File: src/rtl/pxser_pkg.sv
package pxser_pkg;

    typedef enum logic {
        LANES_TWO  = 1'b0,
        LANES_FOUR = 1'b1
    } lane_mode_e;

    // Slot in which the frame drops for each tag (first slot low).
    localparam int FALL_SLOT_ODD  = 3;
    localparam int FALL_SLOT_EVEN = 2;

    typedef struct packed {
        logic       idle;
        logic       tag_odd;
        lane_mode_e mode;
    } seq_state_t;

    function automatic logic frame_level(input logic idle, input logic odd, input int slot);
        int fall;
        fall = odd ? FALL_SLOT_ODD : FALL_SLOT_EVEN;
        return !idle && (slot < fall);
    endfunction

endpackage

File: src/rtl/pxser_slot_seq.sv
module pxser_slot_seq
    import pxser_pkg::*;
#(
    parameter int TWO_SLOTS  = 14,
    parameter int FOUR_SLOTS = 8,
    parameter int SLOT_W     = 4
) (
    input  logic              clk,
    input  logic              rst,
    input  logic              bit_en,
    input  lane_mode_e        mode_req,
    output logic [SLOT_W-1:0] slot,
    output seq_state_t        st,
    output logic              load
);
    localparam logic [SLOT_W-1:0] LAST_TWO  = SLOT_W'(TWO_SLOTS - 1);
    localparam logic [SLOT_W-1:0] LAST_FOUR = SLOT_W'(FOUR_SLOTS - 1);

    logic [SLOT_W-1:0] last_slot;

    assign last_slot = (st.mode == LANES_FOUR) ? LAST_FOUR : LAST_TWO;
    assign load      = bit_en && (st.idle || slot == last_slot);

    always_ff @(posedge clk) begin
        if (rst) begin
            slot       <= '0;
            st.idle    <= 1'b1;
            st.tag_odd <= 1'b0;
            st.mode    <= LANES_TWO;
        end else if (load) begin
            slot       <= '0;
            st.idle    <= 1'b0;
            st.tag_odd <= ~st.tag_odd;
            st.mode    <= mode_req;
        end else if (bit_en) begin
            slot <= slot + 1'b1;
        end
    end

endmodule

File: src/rtl/pxser_word_hold.sv
module pxser_word_hold #(
    parameter int WORD_W = 14,
    parameter int CHANS  = 2
) (
    input  logic                         clk,
    input  logic                         rst,
    input  logic                         load,
    input  logic [CHANS-1:0][WORD_W-1:0] word_in,
    output logic [CHANS-1:0][WORD_W-1:0] word_q
);
    for (genvar c = 0; c < CHANS; c++) begin : g_hold
        always_ff @(posedge clk) begin
            if (rst)       word_q[c] <= '0;
            else if (load) word_q[c] <= word_in[c];
        end
    end
endmodule

File: src/rtl/pxser_lane_mux.sv
module pxser_lane_mux
    import pxser_pkg::*;
#(
    parameter int WORD_W = 14,
    parameter int SLOT_W = 4
) (
    input  logic [SLOT_W-1:0]    slot,
    input  seq_state_t           st,
    input  logic [1:0][WORD_W-1:0] word_q,
    output logic [3:0]           lane_bit,
    output logic [3:0]           lane_en,
    output logic                 frame_bit
);
    localparam int HALF = WORD_W / 2;

    logic four;
    logic [SLOT_W-1:0] split_idx;

    assign four      = (st.mode == LANES_FOUR);
    assign split_idx = (int'(slot) >= HALF) ? SLOT_W'(HALF - 1) : slot;
    assign lane_en   = four ? 4'b1111 : 4'b0110;
    assign frame_bit = frame_level(st.idle, st.tag_odd, int'(slot));

    // Channel c: upper lane is 1+c, lower lane is 3*c.
    for (genvar c = 0; c < 2; c++) begin : g_chan
        logic upper_b;
        logic lower_b;
        always_comb begin
            if (four) begin
                upper_b = word_q[c][WORD_W - 1 - int'(split_idx)];
                lower_b = word_q[c][HALF - 1 - int'(split_idx)];
            end else begin
                upper_b = word_q[c][WORD_W - 1 - int'(slot)];
                lower_b = 1'b0;
            end
        end
        assign lane_bit[1 + c] = upper_b;
        assign lane_bit[3 * c] = lower_b;
    end
endmodule

File: src/rtl/pxser_top.sv
module pxser_top
    import pxser_pkg::*;
#(
    parameter int WORD_W = 14
) (
    input  logic              clk,
    input  logic              rst,
    input  logic              bit_en,
    input  logic              quad_mode,
    input  logic [WORD_W-1:0] ch1_word,
    input  logic [WORD_W-1:0] ch2_word,
    output logic [3:0]        lane_bit,
    output logic [3:0]        lane_en,
    output logic              frame_bit,
    output logic              tag_odd,
    output logic              bit_strobe
);
    localparam int HALF       = WORD_W / 2;
    localparam int FOUR_SLOTS = HALF + 1;
    localparam int TWO_SLOTS  = WORD_W;
    localparam int SLOT_W     = $clog2(TWO_SLOTS);

    logic [SLOT_W-1:0]      slot;
    seq_state_t             st;
    logic                   load;
    logic [1:0][WORD_W-1:0] word_q;
    lane_mode_e             mode_req;

    assign mode_req = lane_mode_e'(quad_mode);

    pxser_slot_seq #(
        .TWO_SLOTS (TWO_SLOTS),
        .FOUR_SLOTS(FOUR_SLOTS),
        .SLOT_W    (SLOT_W)
    ) seq_i (
        .clk     (clk),
        .rst     (rst),
        .bit_en  (bit_en),
        .mode_req(mode_req),
        .slot    (slot),
        .st      (st),
        .load    (load)
    );

    pxser_word_hold #(
        .WORD_W(WORD_W),
        .CHANS (2)
    ) hold_i (
        .clk    (clk),
        .rst    (rst),
        .load   (load),
        .word_in({ch2_word, ch1_word}),
        .word_q (word_q)
    );

    pxser_lane_mux #(
        .WORD_W(WORD_W),
        .SLOT_W(SLOT_W)
    ) mux_i (
        .slot     (slot),
        .st       (st),
        .word_q   (word_q),
        .lane_bit (lane_bit),
        .lane_en  (lane_en),
        .frame_bit(frame_bit)
    );

    assign tag_odd = st.tag_odd;

    always_ff @(posedge clk) begin
        if (rst) bit_strobe <= 1'b0;
        else     bit_strobe <= bit_en;
    end

endmodule

File: config.mk
export PLATFORM = sky130hd
export DESIGN_NAME = pxser_top
export DESIGN_NICKNAME = d
export VERILOG_FILES = /design/src/rtl/pxser_pkg.sv /design/src/rtl/pxser_slot_seq.sv /design/src/rtl/pxser_word_hold.sv /design/src/rtl/pxser_lane_mux.sv /design/src/rtl/pxser_top.sv
export SDC_FILE = /design/constraint.sdc
export NUM_CORES = 1
export LEC_CHECK = 0
export ABC_AREA = 1
export BUFFER_PORTS_ARGS = -buffer_cell sky130_fd_sc_hd__buf_4
export CAP_MARGIN = 20
export CORE_MARGIN = 4
export CORE_UTILIZATION = 50
export DETAILED_ROUTE_END_ITERATION = 12
export GPL_TIMING_DRIVEN = 0
export PLACE_DENSITY = 0.7
export SLEW_MARGIN = 10
export SYNTH_ARGS = -nofsm -noshare
export SYNTH_HDL_FRONTEND = slang
export SYNTH_SLANG_ARGS = --single-unit
File: constraint.sdc
create_clock -name clk -period 2.29 [get_ports clk]
set_input_delay 0.1145 -clock clk [delete_from_list [all_inputs] [get_ports clk]]
set_output_delay 0.1145 -clock clk [all_outputs]
set_load 0.01 [all_outputs]
# Word-level counts from Yosys, hierarchy flattened
# Index checks and enable logic that the tools add are counted.
[op_classes]
add_sub_neg = 4
magnitude_cmp = 5
eq_ne = 1
mux = 26
bitwise = 1
reduce_logical = 5
[ops]
columns = ["op", "count"]
rows = [
  ["< comparator 32 x 6 -> 1 bit (second input constant)", 3],
  ["< comparator 5 x 32 -> 1 bit", 1],
  ["binary-select mux 1 bit (select 4 bit)", 6],
  ["2-to-1 mux 1 bit", 17],
  ["2-to-1 mux 4 bit", 3],
  ["subtractor 4 x 4 -> 5 bit (first input constant)", 2],
  ["subtractor 3 x 4 -> 5 bit (first input constant)", 1],
  ["adder 4 x 1 -> 4 bit (second input constant)", 1],
  ["== test 4 bit", 1],
  [">= comparator 4 x 3 -> 1 bit (second input constant)", 1],
  ["logical AND 1 bit", 2],
  ["OR reduction 2 bit", 1],
  ["logical NOT 1 bit", 1],
  ["logical OR 1 bit", 1],
  ["inverter 1 bit", 1],
]
[totals]
register_bits = 36
output_inout_bits = 11
word_cells = 49

# Logic depth before layout (Yosys ltp)
[depth]
ltp_word = 7
ltp_mapped = 13
ltp_nobuf = 12

# By module
# A second synthesis with hierarchy kept.
[unflattened]
cells_unflattened = 452
hier_area_um2 = 2726.4
[by_module_without_submodules]
columns = ["module", "instances", "cells_per_inst", "area_per_inst_um2", "seq_area_each_um2"]
rows = [
  ["pxser_word_hold", 1, 177, 1211.2, 560.5],
  ["pxser_lane_mux", 1, 225, 1113.6, 0.0],
  ["pxser_slot_seq", 1, 47, 371.6, 140.1],
  ["pxser_top", 1, 3, 30.0, 20.0],
]

# Least setup slack after synthesis
# OpenSTA, ideal clock, no wires.
[synth_path]
path_kind = "register to output"
start = "register seq_i.slot[1]"
end = "output port lane_bit[0]"
arrival_ps = 1946
t_required_ps = 2176
setup_slack_ps = 230
stages_incl_launch_ff = 13
n_path_buf = 1
path_cell_list = "dfxtp_1 ha_1 a21oi_4 nand2_4 inv_2 ha_1 inv_1 o21ai_1 a21oi_1 nor2_1 nor2_1 nor2_1 buf_4"
[synth_via]
elab_chain_cells = 7
[synth_lines]
columns = ["item", "line", "source"]
rows = [
  ["from (decl)", "pxser_slot_seq.sv:12", "output logic [SLOT_W-1:0] slot,"],
  ["from (signal assigned)", "pxser_slot_seq.sv:36", "slot <= slot + 1'b1;"],
  [">= comparator 4 x 3 -> 1 bit", "pxser_lane_mux.sv:20", "assign split_idx = (int'(slot) >= HALF) ? SLOT_W'(HALF - 1) : slot;"],
  ["2-to-1 mux 4 bit *", "pxser_lane_mux.sv:20", ""],
  ["subtractor 3 x 4 -> 5 bit *", "pxser_lane_mux.sv:31", "lower_b = word_q[c][HALF - 1 - int'(split_idx)];"],
  ["binary-select mux 1 bit (select 4 bit) *", "pxser_lane_mux.sv:31", ""],
  ["2-to-1 mux 1 bit (not written as such) * (2 in a row)", "pxser_lane_mux.sv:31", ""],
  ["2-to-1 mux 1 bit *", "pxser_lane_mux.sv:29", "if (four) begin"],
  ["to (decl)", "pxser_top.sv:12", "output logic [3:0] lane_bit,"],
]
# Mark *: on every way between the ends. The rest lies on a longest branch, timed or not. The select of a mux whose other input is x is not followed.

# Worst setup path in the final report
# Same ends and word-level chain as after synthesis.

==> flow_results.xml <==
<?xml version="1.0" encoding="UTF-8"?>
<metrics>
  <group name="setup_path">
    <metric name="cp_data_required_time" unit="ps">2180</metric>
    <metric name="cp-start-kind" unit="">flop</metric>
    <metric name="critPathLaunch" unit="">seq_i.slot[1]</metric>
    <metric name="path_common_cell" unit="">sky130_fd_sc_hd__nor2_2</metric>
    <metric name="timing_worst_setup_path_type" unit="">reg2out</metric>
    <metric name="critPathCaptureType" unit="">primary output</metric>
    <metric name="slowest_stage" unit="">sky130_fd_sc_hd__dfxtp_4</metric>
    <metric name="cpPeakStageDelay" unit="ps">360</metric>
    <metric name="r2r_start" unit="">seq_i.st[0]</metric>
    <metric name="critical_path.cell_chain" unit="">ha_4, a21oi_4, nand2_4, clkinv_4, ha_4, xor2_4, buf_6, nand2_1, nor2_2, nor2_2, nor2_2, buf_4</metric>
    <metric name="crit_fanout" unit="">3</metric>
    <metric name="worstPathArrival" unit="ps">2180</metric>
  </group>
  <group name="finish">
    <metric name="post-route-util" unit="%">67.44</metric>
    <metric name="layout_area_growth_over_synthesis" unit="%">26.20</metric>
    <metric name="fillerInstances" unit="">438</metric>
    <metric name="number_of_nets_in_the_layout" unit="">472</metric>
    <metric name="final_layout_size_suffix_gt1_share" unit="%">24.71</metric>
    <metric name="diodes" unit="">0</metric>
  </group>
  <group name="sta">
    <metric name="worst_hold_slack" unit="ps">85.45</metric>
    <metric name="grt_setup_unrepaired" unit="">yes</metric>
    <metric name="min_period_over_period" unit="%">100.4</metric>
    <metric name="final.setup.worst_slack" unit="ps">-9.068</metric>
    <metric name="final_sum_of_negative_setup_slack" unit="ps">-9.068</metric>
    <metric name="final_hold_viol_count" unit="">0</metric>
    <metric name="final_period_minus_worst_setup_slack" unit="ps">2299</metric>
    <metric name="report.final.slew_viol_count" unit="">0</metric>
    <metric name="finish_stage_setup_viols" unit="">1</metric>
    <metric name="max_clock_freq" unit="GHz">0.4350</metric>
    <metric name="fin_worst_skew" unit="ps">10.11</metric>
  </group>
  <group name="status">
    <metric name="run_status" unit="">finished with violations</metric>
    <metric name="violations" unit="">setup timing</metric>
  </group>
  <group name="floorplan">
    <metric name="initial_utilization" unit="%">53.44</metric>
    <metric name="placement_rows" unit="">24</metric>
    <metric name="std_cell_core_area" unit="um^2">4504</metric>
    <metric name="dieWidth" unit="um">77.39</metric>
    <metric name="die_area" unit="um^2">5988</metric>
    <metric name="io-pin-count" unit="">43</metric>
    <metric name="floorplan.die.height" unit="um">77.39</metric>
  </group>
  <group name="yosys">
    <metric name="synth-seq-cells" unit="">36</metric>
    <metric name="count_of_mapped_cells_out_of_synthesis" unit="">379</metric>
    <metric name="yosysWarningCount" unit="">0</metric>
    <metric name="syn_avg_cell_area" unit="um^2">6.352</metric>
    <metric name="synth.lib_cells_used.distinct" unit="">28</metric>
    <metric name="synth_area_leaders" unit="">sky130_fd_sc_hd__dfxtp_1, sky130_fd_sc_hd__nand2_1, sky130_fd_sc_hd__o21ai_0</metric>
    <metric name="synth_largest_type_area_fraction" unit="%">29.94</metric>
    <metric name="area_of_the_mapped_netlist" unit="um^2">2407</metric>
    <metric name="post-synth-top-area-cell" unit="">sky130_fd_sc_hd__dfxtp_1</metric>
    <metric name="synth_seq_area_share" unit="%">29.94</metric>
  </group>
  <group name="detailed_routing">
    <metric name="detailedRoute.firstPassIterationCount" unit="">5</metric>
    <metric name="wl_per_cell" unit="um">14.88</metric>
    <metric name="drc" unit="">0</metric>
    <metric name="drc_marker_count_from_the_first_detailed_route_iteration" unit="">239</metric>
    <metric name="vias" unit="">2663</metric>
    <metric name="via_per_inst" unit="">5.491</metric>
    <metric name="drt.antenna.violating_nets" unit="">0</metric>
    <metric name="wl" unit="um">7215</metric>
  </group>
  <group name="clocking">
    <metric name="ctsRootBufferMaster" unit="">sky130_fd_sc_hd__clkbuf_8</metric>
    <metric name="cts-buffers-inserted" unit="">5</metric>
    <metric name="cts.path.max_buffers" unit="">2</metric>
    <metric name="cts_htree_levels" unit="">2</metric>
    <metric name="clock_insertion_delay_worst_skew" unit="ps">290</metric>
    <metric name="cts_tree" unit="">yes</metric>
    <metric name="clock_sink_count" unit="">36</metric>
    <metric name="path_clk_slew" unit="ps">70</metric>
  </group>
  <group name="place">
    <metric name="dp_hpwl" unit="um">5277</metric>
    <metric name="routabilityCongestion" unit="">0.9257</metric>
    <metric name="place.port_buffers" unit="">39</metric>
  </group>
  <group name="power">
    <metric name="totalPowerFinal" unit="mW">1.636</metric>
    <metric name="irDropWorstVdd" unit="mV">0.3409</metric>
    <metric name="cellPowerDensity" unit="nW/um^2">538.5</metric>
    <metric name="leakagePower" unit="nW">1.442</metric>
  </group>
  <group name="global_routing">
    <metric name="gr-usage-all-layers" unit="%">24.72</metric>
    <metric name="antenna_found_initial" unit="">0</metric>
    <metric name="grt_overflow" unit="">0</metric>
    <metric name="pin_count_of_the_biggest_net_entering_global_routing" unit="">11</metric>
    <metric name="via_count_of_the_first_global_routing_pass" unit="">2556</metric>
    <metric name="wire_length_of_the_first_global_routing_pass" unit="um">12030</metric>
  </group>
  <group name="worst_hold_path">
    <metric name="worst_hold_path_type" unit="">in2reg</metric>
    <metric name="timing.hold.worst.start" unit="">ch2_word[3]</metric>
  </group>
  <group name="flow_run">
    <metric name="timing.max_cap.violations" unit="">0</metric>
  </group>
</metrics>
==> routing by layer <==
layer / GRT usage, % / part of all wire (%) / up-vias
met5: 0 / 0 / -
met4: 7.651 / 1.4 / 0
met3: 3.819 / 6.6 / 16
met2: 40.67 / 46 / 113
met1: 33.40 / 46 / 1211
li1: - / - / 1323
==> critical path: cells and delay by family (launching register included) <==
family	cells	cell delay [ps]
AOI/OAI and AO/OA	1	240
xor gates and xnor gates	1	210
adders and majority gates	2	320
DFF	1	360
buffers and inverters	3	350
and+or+nand+nor	5	430
==> power breakdown <==
part           switching, mW  leakage [nW]  internal (mW)
registers             0.0350         0.299          0.671
clock network          0.228        0.0503          0.268
logic                  0.243          1.09          0.190
==> synthesized netlist by cell type (all sizes together) <==
library cell  count
inv              36
nand4             3
dfxtp            36
o2111ai           2
o211ai            4
ha                7
xor2              2
nor2             60
o21ai            52
conb              1
clkbuf            5
nand3            33
buf              23
a21oi            27
nand2            85
nor3              2
clkinv            1
==> layout by cell type (no fill, tap or decap), drive strengths merged <==
cell type    netlist  layout
a21oi             27      27
xor2               2       2
clkbuf             5      13
o2111ai            2       2
dlygate4sd3        0       1
o21ai             52      52
nand2             85      85
dfxtp             36      36
clkinv             1       2
inv               36      35
nor2              60      60
buf               23      67
ha                 7       7
nor3               2       2
conb               1       2
o211ai             4       4
nand4              3       3
nand3             33      33
==> stage by stage <==
stage	area, um^2	worst slack [ps]	std cells
floorplan	2411	229.8	380
global placement	2769	-351.6	471
detailed placement	2769	-322.6	471
CTS	2987	-25.65	483
global route	3038	-109.8	485
finish	3038	-9.068	485
==> registers in the layout, indices dropped and copies added (netlist names) <==
signal and cells:
bit_strobe 1, hold_i.word_q 28, seq_i.slot 4, seq_i.st 3
==> kinds of logic after synthesis <==
| kind of cell | count (synthesis) | synth area share (%) |
|---|---|---|
| buffers and inverters | 65 | 14.03 |
| adder cells (fa/ha/maj) | 7 | 3.638 |
| flip-flops | 36 | 29.94 |
| AO/OA/AOI/OAI | 85 | 19.28 |
| XOR/XNOR | 2 | 1.040 |
| other | 1 | 0.1558 |
| AND/OR/NAND/NOR | 183 | 31.91 |
==> worst paths after layout <==
| kind | to | slack [ps] | cells past startpoint |
|---|---|---|---|
| max | lane_bit[0] | -9 | 12 |
| min | hold_i.word_q[17] | 90 | 3 |
| max reg2reg | hold_i.word_q[15] | 410 | 8 |
| min reg2reg | hold_i.word_q[1] | 470 | 2 |
==> cell type report <==
| cell class | count | area [um^2] | area share [%] |
|---|---|---|---|
| multi-input combinational | 279 | 1441 | 47.45 |
| timing repair buffer | 48 | 366.6 | 12.07 |
| buffer | 26 | 190.2 | 6.260 |
| clock buffer | 7 | 96.34 | 3.171 |
| inverter | 37 | 151.4 | 4.984 |
| tap | 52 | 65.06 | 2.142 |
| sequential | 36 | 726.9 | 23.93 |
==> repair_timing <==
action | 4_1_cts | 5_1_grt
endpoints found under the hold margin | 1 | 0
resized for setup | 19 | 15
buffers inserted | 6 | 2
setup endpoints to repair | 4 | 4
hold buffers | 1 | 0
pin swaps | 12 | 15
Note: power is estimated with default switching activity, not from simulation.
